`src/rtl/bcs_pkg.sv`:
```
package bcs_pkg;

  typedef enum logic [1:0] {
    BUS_IDLE  = 2'd0,
    BUS_FETCH = 2'd1,
    BUS_READ  = 2'd2,
    BUS_WRITE = 2'd3
  } bus_op_e;

  typedef enum logic [2:0] {
    M_OR   = 3'd0,
    M_ORN  = 3'd1,
    M_AND  = 3'd2,
    M_ANDN = 3'd3,
    M_XOR  = 3'd4,
    M_LD   = 3'd5,
    M_ST   = 3'd6,
    M_NOT  = 3'd7
  } bit_mode_e;

  typedef enum logic [2:0] {
    S_WAIT = 3'd0,
    S_FLO  = 3'd1,
    S_FHI  = 3'd2,
    S_RD   = 3'd3,
    S_GAP  = 3'd4,
    S_WR   = 3'd5
  } seq_st_e;

  function automatic logic mode_has_gap(bit_mode_e m);
    return (m == M_OR) || (m == M_ORN) || (m == M_XOR) || (m == M_ST);
  endfunction

  function automatic logic mode_writes(bit_mode_e m);
    return (m == M_ST) || (m == M_NOT);
  endfunction

endpackage

```
`src/rtl/bcs_ctrl.sv`:
```
module bcs_ctrl
  import bcs_pkg::*;
(
  input  logic      clk_i,
  input  logic      rst_ni,
  input  logic      start_i,
  input  logic [2:0] mode_i,
  output bit_mode_e mode_o,
  output seq_st_e   state_o,
  output bus_op_e   bus_op_o,
  output logic      accept_o,
  output logic      last_o,
  output logic      done_o
);

  seq_st_e   state_q, state_d;
  bit_mode_e mode_q;
  logic      gap, wr;

  assign gap = mode_has_gap(mode_q);
  assign wr  = mode_writes(mode_q);

  always_comb begin
    state_d = state_q;
    unique case (state_q)
      S_WAIT:  state_d = start_i ? S_FLO : S_WAIT;
      S_FLO:   state_d = S_FHI;
      S_FHI:   state_d = S_RD;
      S_RD:    state_d = gap ? S_GAP : (wr ? S_WR : S_WAIT);
      S_GAP:   state_d = wr ? S_WR : S_WAIT;
      S_WR:    state_d = S_WAIT;
      default: state_d = S_WAIT;
    endcase
  end

  assign accept_o = (state_q == S_WAIT) && start_i;
  assign last_o   = (state_q != S_WAIT) && (state_d == S_WAIT);

  always_comb begin
    unique case (state_q)
      S_FLO, S_FHI: bus_op_o = BUS_FETCH;
      S_RD:         bus_op_o = BUS_READ;
      S_WR:         bus_op_o = BUS_WRITE;
      default:      bus_op_o = BUS_IDLE;
    endcase
  end

  always_ff @(posedge clk_i or negedge rst_ni) begin
    if (!rst_ni) begin
      state_q <= S_WAIT;
      mode_q  <= M_OR;
      done_o  <= 1'b0;
    end else begin
      state_q <= state_d;
      done_o  <= last_o;
      if (accept_o) mode_q <= bit_mode_e'(mode_i);
    end
  end

  assign mode_o  = mode_q;
  assign state_o = state_q;

  a_r1_read_after_fetch: assert property (@(posedge clk_i) disable iff (!rst_ni)
    bus_op_o == BUS_READ |-> $past(bus_op_o) == BUS_FETCH);

  a_r6_write_after_access: assert property (@(posedge clk_i) disable iff (!rst_ni)
    bus_op_o == BUS_WRITE |-> ($past(bus_op_o) == BUS_READ || $past(bus_op_o) == BUS_IDLE));

  a_r9_write_only_store_modes: assert property (@(posedge clk_i) disable iff (!rst_ni)
    bus_op_o == BUS_WRITE |-> (mode_q == M_ST || mode_q == M_NOT));

  a_r10_busy_start_ignored: assert property (@(posedge clk_i) disable iff (!rst_ni)
    (state_q != S_WAIT && start_i) |=> $stable(mode_q));

  a_r9_done_single_pulse: assert property (@(posedge clk_i) disable iff (!rst_ni)
    done_o |=> !done_o);

  a_r2_idle_when_waiting: assert property (@(posedge clk_i) disable iff (!rst_ni)
    done_o |-> $past(bus_op_o) != BUS_FETCH);

endmodule

```
`src/rtl/bcs_operand.sv`:
```
module bcs_operand #(
  parameter  int DATA_W = 8,
  localparam int BIT_W  = $clog2(DATA_W),
  localparam int WORD_W = 2 * DATA_W,
  localparam int ADDR_W = WORD_W - BIT_W
) (
  input  logic              clk_i,
  input  logic              rst_ni,
  input  logic              cap_lo_i,
  input  logic              cap_hi_i,
  input  logic              cap_data_i,
  input  logic [DATA_W-1:0] rdata_i,
  output logic [ADDR_W-1:0] addr_o,
  output logic [BIT_W-1:0]  bit_o,
  output logic [DATA_W-1:0] data_o
);

  logic [WORD_W-1:0] word_q;
  logic [DATA_W-1:0] data_q;

  always_ff @(posedge clk_i or negedge rst_ni) begin
    if (!rst_ni) begin
      word_q <= '0;
      data_q <= '0;
    end else begin
      if (cap_lo_i)   word_q[DATA_W-1:0]      <= rdata_i;
      if (cap_hi_i)   word_q[WORD_W-1:DATA_W] <= rdata_i;
      if (cap_data_i) data_q                  <= rdata_i;
    end
  end

  // bit index rides in the top of the operand word
  assign bit_o  = word_q[WORD_W-1:ADDR_W];
  assign addr_o = word_q[ADDR_W-1:0];
  // the read cycle itself may be the last one, so forward live data
  assign data_o = cap_data_i ? rdata_i : data_q;

endmodule

```
`src/rtl/bcs_bitalu.sv`:
```
module bcs_bitalu
  import bcs_pkg::*;
#(
  parameter  int DATA_W = 8,
  localparam int BIT_W  = $clog2(DATA_W)
) (
  input  bit_mode_e         mode_i,
  input  logic [BIT_W-1:0]  bit_i,
  input  logic [DATA_W-1:0] data_i,
  input  logic              carry_i,
  output logic              carry_o,
  output logic [DATA_W-1:0] wbyte_o
);

  logic sel, new_bit;

  assign sel = data_i[bit_i];

  always_comb begin
    carry_o = carry_i;
    new_bit = sel;
    unique case (mode_i)
      M_OR:   carry_o = carry_i | sel;
      M_ORN:  carry_o = carry_i | ~sel;
      M_AND:  carry_o = carry_i & sel;
      M_ANDN: carry_o = carry_i & ~sel;
      M_XOR:  carry_o = carry_i ^ sel;
      M_LD:   carry_o = sel;
      M_ST:   new_bit = carry_i;
      M_NOT:  new_bit = ~sel;
      default: carry_o = carry_i;
    endcase
  end

  for (genvar i = 0; i < DATA_W; i++) begin : g_wb
    assign wbyte_o[i] = (bit_i == BIT_W'(i)) ? new_bit : data_i[i];
  end

endmodule

```
`src/rtl/bitcarry_seq.sv`:
```
module bitcarry_seq
  import bcs_pkg::*;
#(
  parameter  int DATA_W = 8,
  localparam int BIT_W  = $clog2(DATA_W),
  localparam int ADDR_W = 2 * DATA_W - BIT_W
) (
  input  logic              clk_i,
  input  logic              rst_ni,
  input  logic              start_i,
  input  logic [2:0]        mode_i,
  input  logic              carry_i,
  input  logic [DATA_W-1:0] rdata_i,
  output logic [1:0]        bus_op_o,
  output logic [ADDR_W-1:0] bus_addr_o,
  output logic [DATA_W-1:0] wdata_o,
  output logic              carry_o,
  output logic              done_o
);

  bit_mode_e         mode;
  seq_st_e           state;
  bus_op_e           op;
  logic              accept, last;
  logic [ADDR_W-1:0] addr;
  logic [BIT_W-1:0]  bit_sel;
  logic [DATA_W-1:0] byte_cur, wbyte;
  logic              carry_q, carry_new, carry_res;

  bcs_ctrl i_ctrl (
    .clk_i    (clk_i),
    .rst_ni   (rst_ni),
    .start_i  (start_i),
    .mode_i   (mode_i),
    .mode_o   (mode),
    .state_o  (state),
    .bus_op_o (op),
    .accept_o (accept),
    .last_o   (last),
    .done_o   (done_o)
  );

  bcs_operand #(.DATA_W(DATA_W)) i_operand (
    .clk_i      (clk_i),
    .rst_ni     (rst_ni),
    .cap_lo_i   (state == S_FLO),
    .cap_hi_i   (state == S_FHI),
    .cap_data_i (state == S_RD),
    .rdata_i    (rdata_i),
    .addr_o     (addr),
    .bit_o      (bit_sel),
    .data_o     (byte_cur)
  );

  bcs_bitalu #(.DATA_W(DATA_W)) i_alu (
    .mode_i  (mode),
    .bit_i   (bit_sel),
    .data_i  (byte_cur),
    .carry_i (carry_q),
    .carry_o (carry_new),
    .wbyte_o (wbyte)
  );

  assign carry_res = carry_new;

  always_ff @(posedge clk_i or negedge rst_ni) begin
    if (!rst_ni) begin
      carry_q <= 1'b0;
      carry_o <= 1'b0;
    end else begin
      if (accept) carry_q <= carry_i;
      if (last)   carry_o <= carry_res;
    end
  end

  assign bus_op_o   = op;
  assign bus_addr_o = (op == BUS_READ || op == BUS_WRITE) ? addr : '0;
  assign wdata_o    = (op == BUS_WRITE) ? wbyte : '0;

  a_r8_single_bit_change: assert property (@(posedge clk_i) disable iff (!rst_ni)
    op == BUS_WRITE |-> $countones(wdata_o ^ byte_cur) <= 1);

  a_r9_carry_moves_with_done: assert property (@(posedge clk_i) disable iff (!rst_ni)
    !$stable(carry_o) |-> done_o);

  a_r6_write_same_address: assert property (@(posedge clk_i) disable iff (!rst_ni)
    (op == BUS_WRITE && $past(op) == BUS_READ) |-> bus_addr_o == $past(bus_addr_o));

endmodule

```
`config.mk`:
```
export PLATFORM = sky130hd
export DESIGN_NAME = bitcarry_seq
export DESIGN_NICKNAME = d
export VERILOG_FILES = /design/src/rtl/bcs_pkg.sv /design/src/rtl/bcs_ctrl.sv /design/src/rtl/bcs_operand.sv /design/src/rtl/bcs_bitalu.sv /design/src/rtl/bitcarry_seq.sv
export SDC_FILE = /design/constraint.sdc
export NUM_CORES = 1
export LEC_CHECK = 0
export BUFFER_PORTS_ARGS = -buffer_cell sky130_fd_sc_hd__clkbuf_2
export CAP_MARGIN = 40
export CORE_MARGIN = 4
export CORE_UTILIZATION = 54
export CTS_CLUSTER_SIZE = 30
export DETAILED_ROUTE_END_ITERATION = 7
export PLACE_DENSITY = 0.87
export SLEW_MARGIN = 20
export SYNTH_ARGS = -nofsm -noshare
export SYNTH_HDL_FRONTEND = slang
export SYNTH_SLANG_ARGS = --single-unit
```
`constraint.sdc`:
```
create_clock -name clk_i -period 2.2 [get_ports clk_i]
set_input_delay 0.11 -clock clk_i [delete_from_list [all_inputs] [get_ports clk_i]]
set_output_delay 0.11 -clock clk_i [all_outputs]
set_load 0.01 [all_outputs]
```
# --- Yosys cells after proc, flatten, opt, wreduce, memory -nomap -nowiden ---
# Cells that the tools add are included.
op_classes:
  n_eq_ne: 21
  n_bitwise: 6
  mux: 20
  reduce_logical: 13
  n_lt_le_gt_ge: 1
ops:
  columns: ["operator", "n"]
  rows:
  - ["== test 3 bit (second input constant)", 10]
  - ["== test 3 x 2 -> 1 bit (second input constant)", 6]
  - ["2-to-1 mux 8 bit", 2]
  - ["case mux 3 bit (5 select lines)", 1]
  - ["2-to-1 mux 13 bit", 1]
  - ["zero test 3 bit", 4]
  - ["2-to-1 mux 1 bit", 10]
  - ["== test 3 x 1 -> 1 bit (second input constant)", 3]
  - ["2-to-1 mux 3 bit", 2]
  - ["case mux 1 bit (6 select lines)", 1]
  - ["case mux 2 bit (3 select lines)", 1]
  - ["logical OR 1 bit", 5]
  - ["== test 2 bit (second input constant)", 2]
  - ["less-than comparator 3 x 4 -> 1 bit (second input constant)", 1]
  - ["binary-select mux 1 bit (select 3 bit)", 1]
  - ["nonzero test 3 bit", 1]
  - ["bitwise AND 1 bit", 2]
  - ["logical AND 1 bit", 2]
  - ["bitwise OR 1 bit", 2]
  - ["case mux 1 bit (2 select lines)", 1]
  - ["OR reduction 2 bit", 1]
  - ["inverter 1 bit", 1]
  - ["bitwise XOR 1 bit", 1]
word_totals:
  out_inout_bits: 25
  input_bits: 15
  ff_bits: 33

# --- Depth between registers and ports, before layout ---
# Gate-level depths: netlist (run 1).
depth:
  word_depth: 8
  ltp_mapped: 8
  depth_no_buf: 6

# --- By module ---
# A second synthesis (run 1) with hierarchy kept.
unflattened:
  cells_unflattened: 175
  hier_area_um2: 1999.4
by_module_without_submodules:
  columns: ["mod", "seq_area_each_um2", "cells_per_inst", "area_per_inst_um2", "instances"]
  rows:
  - ["bcs_operand", 600.6, 51, 994.7, 1]
  - ["bcs_bitalu", 0.0, 59, 382.9, 1]
  - ["bcs_ctrl", 175.2, 35, 381.6, 1]
  - ["bitcarry_seq", 50.0, 30, 240.2, 1]

# --- Least setup slack after synthesis (run 1) ---
# Ideal clock, no wire load.
synth_timing:
  kind: "register to output"
  from: "reg i_ctrl.state_q[2], in the netlist i_ctrl.state_o[2]"
  to: "out wdata_o[0]"
  path_slack_ps: 55
  path_stages_with_launch: 7
  t_arrival_ps: 2035
  path_buffers: 0
  cell_sequence: "dfrtp_1 -> and3b_4 -> mux4_2 -> o211ai_1 -> o22ai_1 -> mux2_4 -> mux2i_1"
synth_between:
  elab_chain_cells: 8
  word_cells_on_any_way: 14
  classes_between: "5 x eq/ne; 7 x mux; 1 x bitwise; 1 x reduce/logical"
synth_rtl:
  columns: ["item", "line", "source"]
  rows:
  - ["from (decl)", "bcs_ctrl.sv:16", "seq_st_e state_q, state_d;"]
  - ["from (signal assigned)", "bcs_ctrl.sv:54", "state_q <= state_d;"]
  - ["== test 3 x 2 -> 1 bit", "bcs_ctrl.sv:40, bitcarry_seq.sv:48", null]
  - ["2-to-1 mux 8 bit", "bcs_operand.sv:36", "assign data_o = cap_data_i ? rdata_i : data_q;"]
  - ["binary-select mux 1 bit (select 3 bit)", "bcs_bitalu.sv:17", "assign sel = data_i[bit_i];"]
  - ["2-to-1 mux 1 bit (implied by the code)", "bcs_bitalu.sv:17", null]
  - ["inverter 1 bit", "bcs_bitalu.sv:30", "M_NOT: new_bit = ~sel;"]
  - ["case mux 1 bit (2 select lines)", "bcs_bitalu.sv:22", "unique case (mode_i)"]
  - ["2-to-1 mux 1 bit", "bcs_bitalu.sv:36", "assign wbyte_o[i] = (bit_i == BIT_W'(i)) ? new_bit : data_i[i];"]
  - ["2-to-1 mux 8 bit *", "bitcarry_seq.sv:78", "assign wdata_o = (op == BUS_WRITE) ? wbyte : '0;"]
  - ["to (decl)", "bitcarry_seq.sv:16", "output logic [DATA_W-1:0] wdata_o,"]
# Mark *: on every way between the ends. The rest lies on a longest branch, timed or not. The select of a mux whose other input is x is not followed.

# --- Worst setup path after layout (run 1) ---
layout_timing:
  from: "reg i_ctrl.state_q[2], in the netlist i_ctrl.state_o[2]"
  to: "out wdata_o[2]"
# The elaborated chain is that of the path after synthesis.

==> summary.txt, run 1 <==
Run status
  – Status: complete, but fails checks
  – Failing checks: setup timing

STA
  – Max-slew violation count: 0
  – Min Clock Period, post-route: around 2600 ps
  – Hold violation count in the final report: 0
  – Fin Hold WS: around 22 ps
  – Layout Skew: 6.33 ps
  – Final Setup Violations: 8
  – Worst slew pin tran: around 360 ps
  – Setup Total Neg Slack: -3250 ps
  – Final worst setup slack: -418 ps
  – Unrepaired setup endpoints after global routing: yes
  – Max_slew headroom: 76.0%
  – F_max: around 0.38 GHz
  – Final period utilization: 119%

Logic synthesis
  – Post-synth EDFFs: 0
  – FF+latch count, synth: 33
  – Commonest cells post-synth: nand2_1 (35), dfrtp_1 (33), mux2_2 (18)
  – Cell area after synthesis: approximately 0.0018 mm2
  – Synth async-reset ratio: 100%
  – Synth Warn #: 0
  – Share of the synthesized area in the top cell type: between 40% and 50%
  – Syn Inst Count: approximately 180
  – Most area-hungry cell type in the Yosys netlist: dfrtp_1
  – Post-Syn Area per Cell: 9.95 um2
  – Count leader, synth: nand2_1
  – Largest cells by area after synthesis: dfrtp_1 (45%), mux2_2 (11%), nand2_1 (7.2%)
  – Ys flop type: dfrtp_1
  – Cell variety after synth: 35
  – Syn Nets: about 200
  – Register area share after synthesis: 45.1%

Worst hold path
  – HP Start: rdata_i[6]
  – Min-Delay Path Class: in -> reg

Power
  – VDD IR max: a little over 0.0007 V
  – P_sw: approximately 1400 uW
  – Comb pwr share: a little over half
  – Sw frac: just over 40%
  – Clk pwr share: between 10 and 15%
  – Sequential Power Share: between 30% and 40%
  – Internal power: 2050 uW
  – PwrDens: 1530 mW/mm2
  – Leak: around 0.0011 uW

Placement
  – Buffers on Ports: 39
  – Dpl ws: -67.2 ps
  – DPL Wire Length: 3100 um
  – Routability congestion estimate: 0.794

Layout
  – Final #Nets: about 250
  – Fill cells: 235
  – Area grow syn2layout: 24.7%
  – Antenna cell count: 0
  – Layout cells sized above 1: between 40% and 50%

GRT
  – Largest net degree at the start of global routing: 34
  – Initial antenna violation count: 0
  – First-pass GRT wire length: approximately 7000 um
  – Vias in the first global route: approximately 1500
  – Grt ovf: 0
  – All-Layer GR Usage: 21.3%

Routing
  – Routed Antenna Nets: 0
  – DRT Wirelength: 4310 um
  – Vias: about 1600
  – Via density: between 5 and 6
  – DRT Pass-1 Iters: 4
  – WL/cell: between 15 and 20 um
  – 1st-iter DRT viols: 111
  – DRC viols: 0

Worst setup path
  – Worst r2r src: i_ctrl.state_o[2]
  – Startpoint Class: flip-flop
  – Critical path class: reg -> out
  – WP depth: 7
  – CP delay by family, top: multiplexers
  – Critical path destination: wdata_o[2]
  – R2r endpoint: carry_o
  – Cell Chain, Critical Path: and3b_4, mux4_2, o211ai_1, o22ai_1, mux2_4, mux2i_1, clkbuf_2
  – CP max stage delay: ~490 ps
  – Register-to-Register Path Depth: 8
  – Data arrival, critical path: roughly 2500 ps
  – CP required: approximately 2100 ps
  – CP Buf/Inv Count: 1
  – Crit-path max FO: 8
  – Worst Setup SP: i_ctrl.state_o[2]
  – Crit-path slowest cell: mux4_2
  – Critical path endpoint category: primary output
  – Flop-to-flop setup slack: about 40 ps

CTS
  – Clk sink count: 33
  – Clk buf depth: 2
  – Clock root buffer: clkbuf_4
  – Number of buffers created by CTS: 5
  – Clk slew on worst S/H paths: about 100 ps
  – CTS H-Tree Depth: 2
  – Clock Latency Late Sink: 340 ps
  – CTS tree: yes

Die
  – Initial Util: ~58%
  – Rows: 20
  – Die area: 0.00439 mm2
  – Placeable Area: roughly 0.0032 mm2
  – Overall die width: about 66 um
  – Die height: roughly 66 um
  – Ports: 40

Job
  – Max Cap Violations: 0
[what timing repair did]
| item | 4_1_cts | 5_1_grt |
|---|---|---|
| setup endpoints to repair | 9 | 9 |
| buffers inserted | 1 | 0 |
| hold endpoints to repair | 36 | 0 |
| gates resized for setup | 0 | 5 |
| hold buffers | 4 | 0 |
[metal layers]
metal	GRT usage (%)	part of all wire [%]	vias up	wire, um
met3	5.27	7.7	9	332
li1	-	-	752	-
met1	27.9	43	747	1830
met5	0	0	-	0
met4	9.64	2.4	0	103
met2	33.2	47	64	2040
[per-stage QoR]
stage	total power, uW	cells	area (um2)	utilization, %
6_report	3480	281	2280	72.4
5_1_grt	3750	281	2280	72.4
4_1_cts	3440	280	2240	71.0
3_5_place_dp	3020	267	2120	67.3
3_3_place_gp	2930	267	2120	67.3
2_1_floorplan	2420	184	1830	-
[worst min path at each step]
stage                     endpoint  slack (ps)  cells past startpoint
5_1_grt           i_ctrl.mode_o[1]           7                      2
4_1_cts           i_ctrl.mode_o[1]           4                      2
2_1_floorplan              carry_o        -190                      0
3_5_place_dp      i_ctrl.mode_o[2]         240                      1
3_3_place_gp      i_ctrl.mode_o[2]         230                      1
6_report       i_operand.data_q[6]          20                      3
[registers in the layout (all words and copies together) (netlist names)]
register	cells
i_operand.word_q	16
i_operand.data_q	8
i_ctrl.mode_o	3
i_ctrl.state_o	3
carry_o	1
carry_q	1
i_ctrl.done_o	1
[power by group through the flow]
| stage | registers (uW) | clock network, uW | logic, uW |
|---|---|---|---|
| 4_1_cts | 1180 | 408 | 1850 |
| 3_3_place_gp | 1170 | 0 | 1750 |
| 6_report | 1190 | 397 | 1890 |
| 3_5_place_dp | 1200 | 0 | 1820 |
| 2_1_floorplan | 1050 | 0 | 1370 |
| 5_1_grt | 1240 | 441 | 2070 |
[layout make-up]
type	count	area, um2	share of cell area [%]
Clock buffer	7	65.1	2.85
Clock inverter	1	5.00	0.219
Inverter	5	18.8	0.822
Multi-Input combinational cell	133	945	41.4
Sequential cell	33	827	36.2
Tap cell	44	55.1	2.41
Timing Repair Buffer	58	368	16.1
[cell families (layout without fill, tap and decap cells)]
kind of cell | count (synthesis) | after routing | synth area share (%)
AOI/OAI and AO/OA | 25 | 25 | 8.34
xor gates and xnor gates | 1 | 1 | 0.479
DFF | 33 | 33 | 45.1
and+or+nand+nor | 80 | 80 | 23.6
muxes | 27 | 27 | 18.3
buffers and inverters | 18 | 71 | 4.17
[worst reg2reg max path, cell delays in order, from the launching register on]
cell and delay, ps:
dfrtp_1 390, buf_4 140, buf_4 160, nor3b_1 170, o211ai_1 210, o21ai_0 190, or2_2 390, a2111oi_2 220
a221o_1 220
[layout by cell type, fill, tap and decap left out, drive strengths merged, types with 5 or more instances in the layout]
master	n
and3	13
buf	15
clkbuf	46
dfrtp	33
inv	5
mux2	19
mux2i	5
nand2	35
nand3	6
nor2	5
o21ai	13
(Power assumes the default switching activity.)
==> run 2: changes to the inputs <==
--- a/config.mk
+++ b/config.mk
@@ -7,11 +7,11 @@
 export LEC_CHECK = 0
 export BUFFER_PORTS_ARGS = -buffer_cell sky130_fd_sc_hd__clkbuf_2
 export CAP_MARGIN = 40
-export CORE_MARGIN = 4
-export CORE_UTILIZATION = 54
+export CORE_MARGIN = 2
+export CORE_UTILIZATION = 45
 export CTS_CLUSTER_SIZE = 30
 export DETAILED_ROUTE_END_ITERATION = 7
-export PLACE_DENSITY = 0.87
+export PLACE_DENSITY = 0.76
 export SLEW_MARGIN = 20
 export SYNTH_ARGS = -nofsm -noshare
 export SYNTH_HDL_FRONTEND = slang
==> summary.txt, run 2 (same netlist as run 1, synthesis figures left out) <==
Routing
  – Via density: 5.35 (-4.3%)
  – DRT Wirelength: 3980 um (-7.7%)
  – DRT Pass-1 Iters: 4 (unchanged)
  – 1st-iter DRT viols: 81 (-27%)
  – Routed Antenna Nets: 0 (unchanged)
  – WL/cell: 14.0 um (-8.6%)
  – DRC viols: 0 (unchanged)
  – Vias: 1520 (-3.3%)

Layout
  – Biggest register: i_operand.word_q
  – Final core utilization: 58.2% (-14 points)
  – Antenna cell count: 0 (unchanged)
  – Final #Nets: 248 (-1.2%)
  – Max FFs per register: 16 (unchanged)
  – Layout cells sized above 1: 39.7% (-0.34 points)
  – Post-route cell area: 0.00231 mm2 (+1.2%)
  – Top flop regs: i_operand.word_q: 16 flops, i_operand.data_q: 8 flops
  – Area grow syn2layout: 26.2%
  – Most frequent cells in the layout: nand2_1 (35), clkbuf_2 (35), dfrtp_1 (33)

CTS
  – Clk sink count: 33 (unchanged)
  – Number of buffers created by CTS: 5 (unchanged)
  – CTS tree: yes
  – CTS H-Tree Depth: 2 (unchanged)
  – Clk buf depth: 2 (unchanged)
  – Clock root buffer: clkbuf_8
  – Post-CTS setup buffers: 0 (-1)
  – Clock Latency Late Sink: 290 ps (-50 ps)
  – Clk slew on worst S/H paths: 70 ps (-30 ps)

Worst setup path
  – Startpoint Class: flip-flop
  – Worst r2r src: i_ctrl.state_o[2]
  – Data arrival, critical path: 2430 ps (-80 ps)
  – Critical path destination: wdata_o[1]
  – R2r endpoint: carry_o
  – CP required: 2090 ps (about the same)
  – Cell Chain, Critical Path: and3b_4, mux4_2, o211ai_1, o22ai_1, mux2_4, mux2i_1, buf_2
  – Crit-path slowest cell: mux4_2
  – Critical path class: reg -> out
  – Crit-path max FO: 8 (unchanged)
  – Critical path endpoint category: primary output
  – Flop-to-flop setup slack: 100 ps (+60 ps)
  – CP max stage delay: 490 ps (about the same)
  – Worst Setup SP: i_ctrl.state_o[2]
  – Register-to-Register Path Depth: 7 (-1)

Run status
  – Status: complete, but fails checks
  – Failing checks: setup timing

STA
  – Final worst setup slack: -340 ps (+77.6 ps)
  – Max_slew headroom: 50.7% (-25 points)
  – Layout Skew: 3.45 ps (-2.88 ps)
  – Max-slew violation count: 0 (unchanged)
  – Unrepaired setup endpoints after global routing: yes
  – F_max: 0.394 GHz (+3.1%)
  – Final Setup Violations: 8 (unchanged)
  – Final period utilization: 115% (-3.5 points)
  – Hold violation count in the final report: 0 (unchanged)
  – Worst slew pin tran: 737 ps (+376 ps)
  – Min Clock Period, post-route: 2540 ps (-77.6 ps)

Power
  – Sw frac: 38.0% (-3.2 points)
  – PwrDens: 1600 mW/mm2 (+4.9%)
  – Sequential Power Share: 32.2% (-2.1 points)
  – Internal power: 2290 uW (+12%)
  – P_sw: 1400 uW (-2.2%)
  – VDD IR max: 0.000789 V (+11%)
  – Leak: 0.00113 uW (+1.3%)
  – Clk pwr share: 18.5% (+7.1 points)
  – Comb pwr share: 49.3% (-5.0 points)

Placement
  – Dpl ws: -46.9 ps (+20.2 ps)
  – DPL Wire Length: 2870 um (-7.5%)
  – Routability congestion estimate: 0.828 (+4.3%)
  – Post-DP Area: 0.00214 mm2 (+0.71%)
  – Buffers on Ports: 39 (unchanged)

GRT
  – Grt ovf: 0 (unchanged)
  – All-Layer GR Usage: 19.4% (-2.0 points)
  – Initial antenna violation count: 0 (unchanged)
  – Largest net degree at the start of global routing: 34 (unchanged)
  – Vias in the first global route: 1417 (-7.7%)
  – First-pass GRT wire length: 6520 um (-6.6%)

Die
  – Die area: 0.00459 mm2 (+4.8%)
  – Overall die width: 67.8 um (+2.4%)
  – Die height: 67.8 um (+2.4%)
  – Rows: 23 (+15%)
  – Placeable Area: 0.00397 mm2 (+26%)
  – Initial Util: 46.1% (-12 points)
  – Ports: 40 (unchanged)

Job
  – Max Cap Violations: 0 (unchanged)

Worst hold path
  – Min-Delay Path Class: in -> reg
## run 2: cell types whose count changed in the layout (fill, tap and decap cells not counted), sizes merged
cell         change
clkbuf           -6
dlygate4sd3      -3
bufinv           +2
buf              +4
## run 2: worst min path at each step
stage              start                to  cells past startpoint
3_3_place_gp      rst_ni  i_ctrl.mode_o[2]                      1
4_1_cts        mode_i[1]  i_ctrl.mode_o[1]                      2
3_5_place_dp      rst_ni  i_ctrl.mode_o[2]                      1
2_1_floorplan     rst_ni           carry_o                      0
6_report       mode_i[1]  i_ctrl.mode_o[1]                      2
5_1_grt        mode_i[1]  i_ctrl.mode_o[1]                      2
## run 2: final cells by class
| cell class | instances | area, um2 |
|---|---|---|
| clock buffer | 5 | 68.8 |
| clock inverter | 3 | 65.1 |
| fill | 347 | 1660 |
| inverter | 5 | 18.8 |
| multi-input combinational | 133 | 940 |
| sequential | 33 | 826 |
| tap | 50 | 62.6 |
| timing repair buffer | 55 | 330 |
## run 2: power by group through the flow
| stage | Clock [uW] | Combinational, uW | Sequential [uW] |
|---|---|---|---|
| 2_1_floorplan | 0 | 1370 | 1050 |
| 3_3_place_gp | 0 | 1760 | 1180 |
| 3_5_place_dp | 0 | 1800 | 1200 |
| 4_1_cts | 692 | 1810 | 1190 |
| 5_1_grt | 724 | 2030 | 1230 |
| 6_report | 685 | 1820 | 1190 |
## run 2: worst max-delay path, delay by kind of cell (launching register included)
family,cells,cell delay [ps]
compound gates,2,290
buf+inv,1,150
flops,1,390
mux,3,1000
simple gates,1,310
## run 2: routing by layer
| metal | vias to the layer above | global-route usage (%) | share of wire (%) |
|---|---|---|---|
| li1 | 752 | - | - |
| met1 | 731 | 25.4 | 46 |
| met2 | 32 | 30.9 | 48 |
| met3 | 5 | 5.83 | 4.7 |
| met4 | 0 | 6.00 | 1.3 |
| met5 | - | 0 | 0 |
## run 2: what timing repair did
item,in CTS,in global routing
gates resized for setup,0,7
hold endpoints to repair,33,0
setup endpoints to repair,8,9
hold buffers,1,0
## run 2: metrics by stage
stage,hold slack (ps),std cells,total power (uW),setup TNS [ps]
2_1_floorplan,-186,184,2420,0
3_3_place_gp,241,274,2940,0
3_5_place_dp,248,274,3000,-262
4_1_cts,47.4,283,3690,-2840
5_1_grt,49.9,284,3980,-3360
6_report,53.8,284,3700,-2630
==> run 3: changes to the inputs <==
--- a/config.mk
+++ b/config.mk
@@ -5,6 +5,7 @@
 export SDC_FILE = /design/constraint.sdc
 export NUM_CORES = 1
 export LEC_CHECK = 0
+export ABC_AREA = 1
 export BUFFER_PORTS_ARGS = -buffer_cell sky130_fd_sc_hd__clkbuf_2
 export CAP_MARGIN = 40
 export CORE_MARGIN = 2
@@ -12,6 +13,7 @@
 export CTS_CLUSTER_SIZE = 30
 export DETAILED_ROUTE_END_ITERATION = 7
 export PLACE_DENSITY = 0.76
+export RECOVER_POWER = 50
 export SLEW_MARGIN = 20
 export SYNTH_ARGS = -nofsm -noshare
 export SYNTH_HDL_FRONTEND = slang
==> summary.txt, run 3 <==
Worst setup path
  – Register-to-Register Path Depth: 6 (-1)
  – Critical path class: reg -> out
  – CP Buf/Inv Count: 2 (+1)
  – Cell Chain, Critical Path: buf_6, nand4_1, nand3_1, nand2_1, nor2_1, nand2_1, nand3_2, nand3_4, a21oi_2, buf_2
  – Worst r2r src: i_ctrl.state_o[0]
  – Startpoint Class: flip-flop
  – CP max stage delay: 510 ps (+20 ps)
  – R2r endpoint: i_operand.word_q[9]
  – CP required: 2090 ps (about the same)
  – Critical Path Most Common Cell: nand2_1
  – Flop-to-flop setup slack: 550 ps (+450 ps)
  – CP delay by family, top: simple AND/OR/NAND/NOR gates
  – Crit-path max FO: 8 (unchanged)
  – Critical path endpoint category: primary output
  – Data arrival, critical path: 2090 ps (-340 ps)
  – Crit-path slowest cell: dfrtp_2

STA
  – Max_slew headroom: 29.6% (-21 points)
  – Final worst setup slack: -2.26 ps (+338 ps)
  – F_max: 0.454 GHz (+15%)
  – Unrepaired setup endpoints after global routing: yes
  – Final period utilization: 100% (-15 points)
  – Max-slew violation count: 0 (unchanged)
  – Worst slew pin tran: 1060 ps (+320 ps)
  – Min Clock Period, post-route: 2200 ps (-338 ps)
  – Layout Skew: 3.97 ps (+0.518 ps)
  – Hold violation count in the final report: 0 (unchanged)
  – Final Setup Violations: 1 (-7)

Worst hold path
  – HP Start: mode_i[2]
  – Hold path endpoint: i_ctrl.mode_o[2]
  – Min-Delay Path Class: in -> reg
  – Hold Path Depth: 3 (+1)

CTS
  – Clk slew on worst S/H paths: 70 ps (about the same)
  – Clk sink count: 33 (unchanged)
  – Clock root buffer: clkbuf_8
  – CTS tree: yes
  – Clk buf depth: 2 (unchanged)
  – Clock Latency Late Sink: 280 ps (about the same)
  – CTS H-Tree Depth: 2 (unchanged)
  – Number of buffers created by CTS: 5 (unchanged)

Routing
  – Via density: 5.07 (-5.3%)
  – 1st-iter DRT viols: 120 (+48%)
  – WL/cell: 12.5 um (-11%)
  – DRC viols: 0 (unchanged)
  – Vias: 1739 (+14%)
  – Routed Antenna Nets: 0 (unchanged)
  – DRT Wirelength: 4290 um (+7.7%)
  – DRT Pass-1 Iters: 4 (unchanged)

Layout
  – Max FFs per register: 16 (unchanged)
  – Top flop regs: i_operand.word_q: 16 flops, i_operand.data_q: 8 flops
  – Multi-input combinational cell area: 798 um2 (-15%)
  – Fill cells: 351 (+1.2%)
  – Final #Nets: 310 (+25%)
  – Post-route cell area: 0.00222 mm2 (-3.8%)
  – Most frequent cells in the layout: nand2_1 (53), nor2_1 (40), inv_1 (39)
  – Layout cells sized above 1: 23.1% (-17 points)
  – Commonest non-fill, non-tap cell in the layout: nand2_1
  – Sequential cell area: 830 um2 (+0.45%)
  – Biggest register: i_operand.word_q
  – Area grow syn2layout: 26.2% (about the same)
  – Antenna cell count: 0 (unchanged)

Logic synthesis
  – FF+latch count, synth: 33 (unchanged)
  – Register area share after synthesis: 46.9% (+1.8 points)
  – Share of the synthesized area in the top cell type: 46.9% (+1.8 points)
  – Syn Nets: 257 (+29%)
  – Synth async-reset ratio: 100% (unchanged)
  – Syn Inst Count: 242 (+32%)
  – Largest cells by area after synthesis: dfrtp_1 (47%), nand2_1 (11%), nor2_1 (8.5%)
  – Commonest cells post-synth: nand2_1 (53), nor2_1 (40), inv_1 (39)
  – Count leader, synth: nand2_1
  – Synth Warn #: 0 (unchanged)
  – Most area-hungry cell type in the Yosys netlist: dfrtp_1
  – Post-synth EDFFs: 0 (unchanged)
  – Post-Syn Area per Cell: 7.27 um2 (-27%)
  – Cell area after synthesis: 0.00176 mm2 (-3.8%)
  – Ys flop type: dfrtp_1
  – Cell variety after synth: 20 (-43%)

Power
  – VDD IR max: 0.000935 V (+19%)
  – Leak: 0.00122 uW (+7.6%)
  – PwrDens: 1520 mW/mm2 (-5.0%)

Run status
  – Status: complete, but fails checks
  – Failing checks: setup timing

Die
  – Initial Util: 47.4% (+1.3 points)
  – Ports: 40 (unchanged)
  – Overall die width: 66.5 um (-1.8%)
  – Die height: 66.5 um (-1.8%)
  – Placeable Area: 0.00372 mm2 (-6.4%)
  – Die area: 0.00443 mm2 (-3.6%)
  – Rows: 22 (-4.3%)

GRT
  – All-Layer GR Usage: 20.2% (+0.84 points)
  – Grt ovf: 0 (unchanged)
  – First-pass GRT wire length: 6740 um (+3.4%)
  – Initial antenna violation count: 0 (unchanged)
  – Largest net degree at the start of global routing: 34 (unchanged)
  – Vias in the first global route: 1501 (+5.9%)

Placement
  – DPL Wire Length: 2910 um (+1.4%)
  – Routability congestion estimate: 0.874 (+5.5%)
  – Buffers on Ports: 39 (unchanged)
  – Dpl ws: 192 ps (+239 ps)
  – Post-DP Area: 0.00200 mm2 (-6.6%)

Job
  – Max Cap Violations: 0 (unchanged)
run 3: worst max path at each step:
stage	depth (start not counted)	slack [ps]	endpoint	startpoint
floorplan	10	650	wdata_o[0]	i_ctrl.state_o[2]
global route	10	-140	wdata_o[4]	i_ctrl.state_o[1]
CTS	12	20	wdata_o[4]	i_ctrl.state_o[2]
detailed placement	12	190	wdata_o[4]	i_ctrl.state_o[2]
global placement	12	240	wdata_o[4]	i_ctrl.state_o[2]
finish	10	-2	wdata_o[4]	i_ctrl.state_o[1]
run 3: kinds of logic (layout without fill, tap and decap cells):
kind of cell	after synthesis	count (layout)	synth area share (%)
DFF	33	33	46.9
AOI/OAI and AO/OA	43	43	12.6
buffers and inverters	46	98	10.5
and+or+nand+nor	120	121	30.0
run 3: timing repair:
item	CTS	global route
endpoints found under the hold margin	33	0
pin swaps	0	12
endpoints found under the setup margin	8	10
hold buffers	1	0
resized for setup	4	16
gates cloned	0	1
buffers inserted	0	8
run 3: per-layer routing:
| layer | vias to the layer above | global-route usage [%] | part of all wire, % |
|---|---|---|---|
| li1 | 877 | - | - |
| met1 | 798 | 25.8 | 43 |
| met2 | 55 | 33.5 | 50 |
| met3 | 9 | 4.90 | 5.4 |
| met4 | 0 | 6.89 | 1.7 |
| met5 | - | 0 | 0 |
run 3: cell type report:
class	count	area share, %
Timing Repair Buffer	51	13.1
Tap cell	48	2.70
Clock buffer	7	3.89
Inverter	40	7.09
Multi-Input combinational cell	164	35.9
Sequential cell	33	37.3
run 3: through the flow:
| stage | hold slack (ps) | setup TNS, ps | utilization [%] | power [uW] | cells |
|---|---|---|---|---|---|
| after floorplan | -186 | 0 | - | 2270 | 242 |
| after global placement | 245 | 0 | 53.7 | 2630 | 325 |
| after detailed placement | 248 | 0 | 53.7 | 2690 | 325 |
| after CTS | 70.7 | 0 | 56.6 | 3180 | 333 |
| after global routing | 77.8 | -918 | 59.8 | 3690 | 343 |
| final | 68.7 | -2.26 | 59.8 | 3380 | 343 |
run 3: power by group:
group	internal (uW)	leakage [uW]	switching [uW]	total (uW)
Clock	248	0.0000443	215	463
Sequential	914	0.000398	250	1160
Combinational	607	0.000776	1140	1750
run 3: worst register-to-register path, delay by kind of cell, from the launching register on:
kind	cells	cell delay, ps
AND/OR/NAND/NOR	2	390
buffers and inverters	3	620
flip-flops	1	450
AO/OA/AOI/OAI	1	70
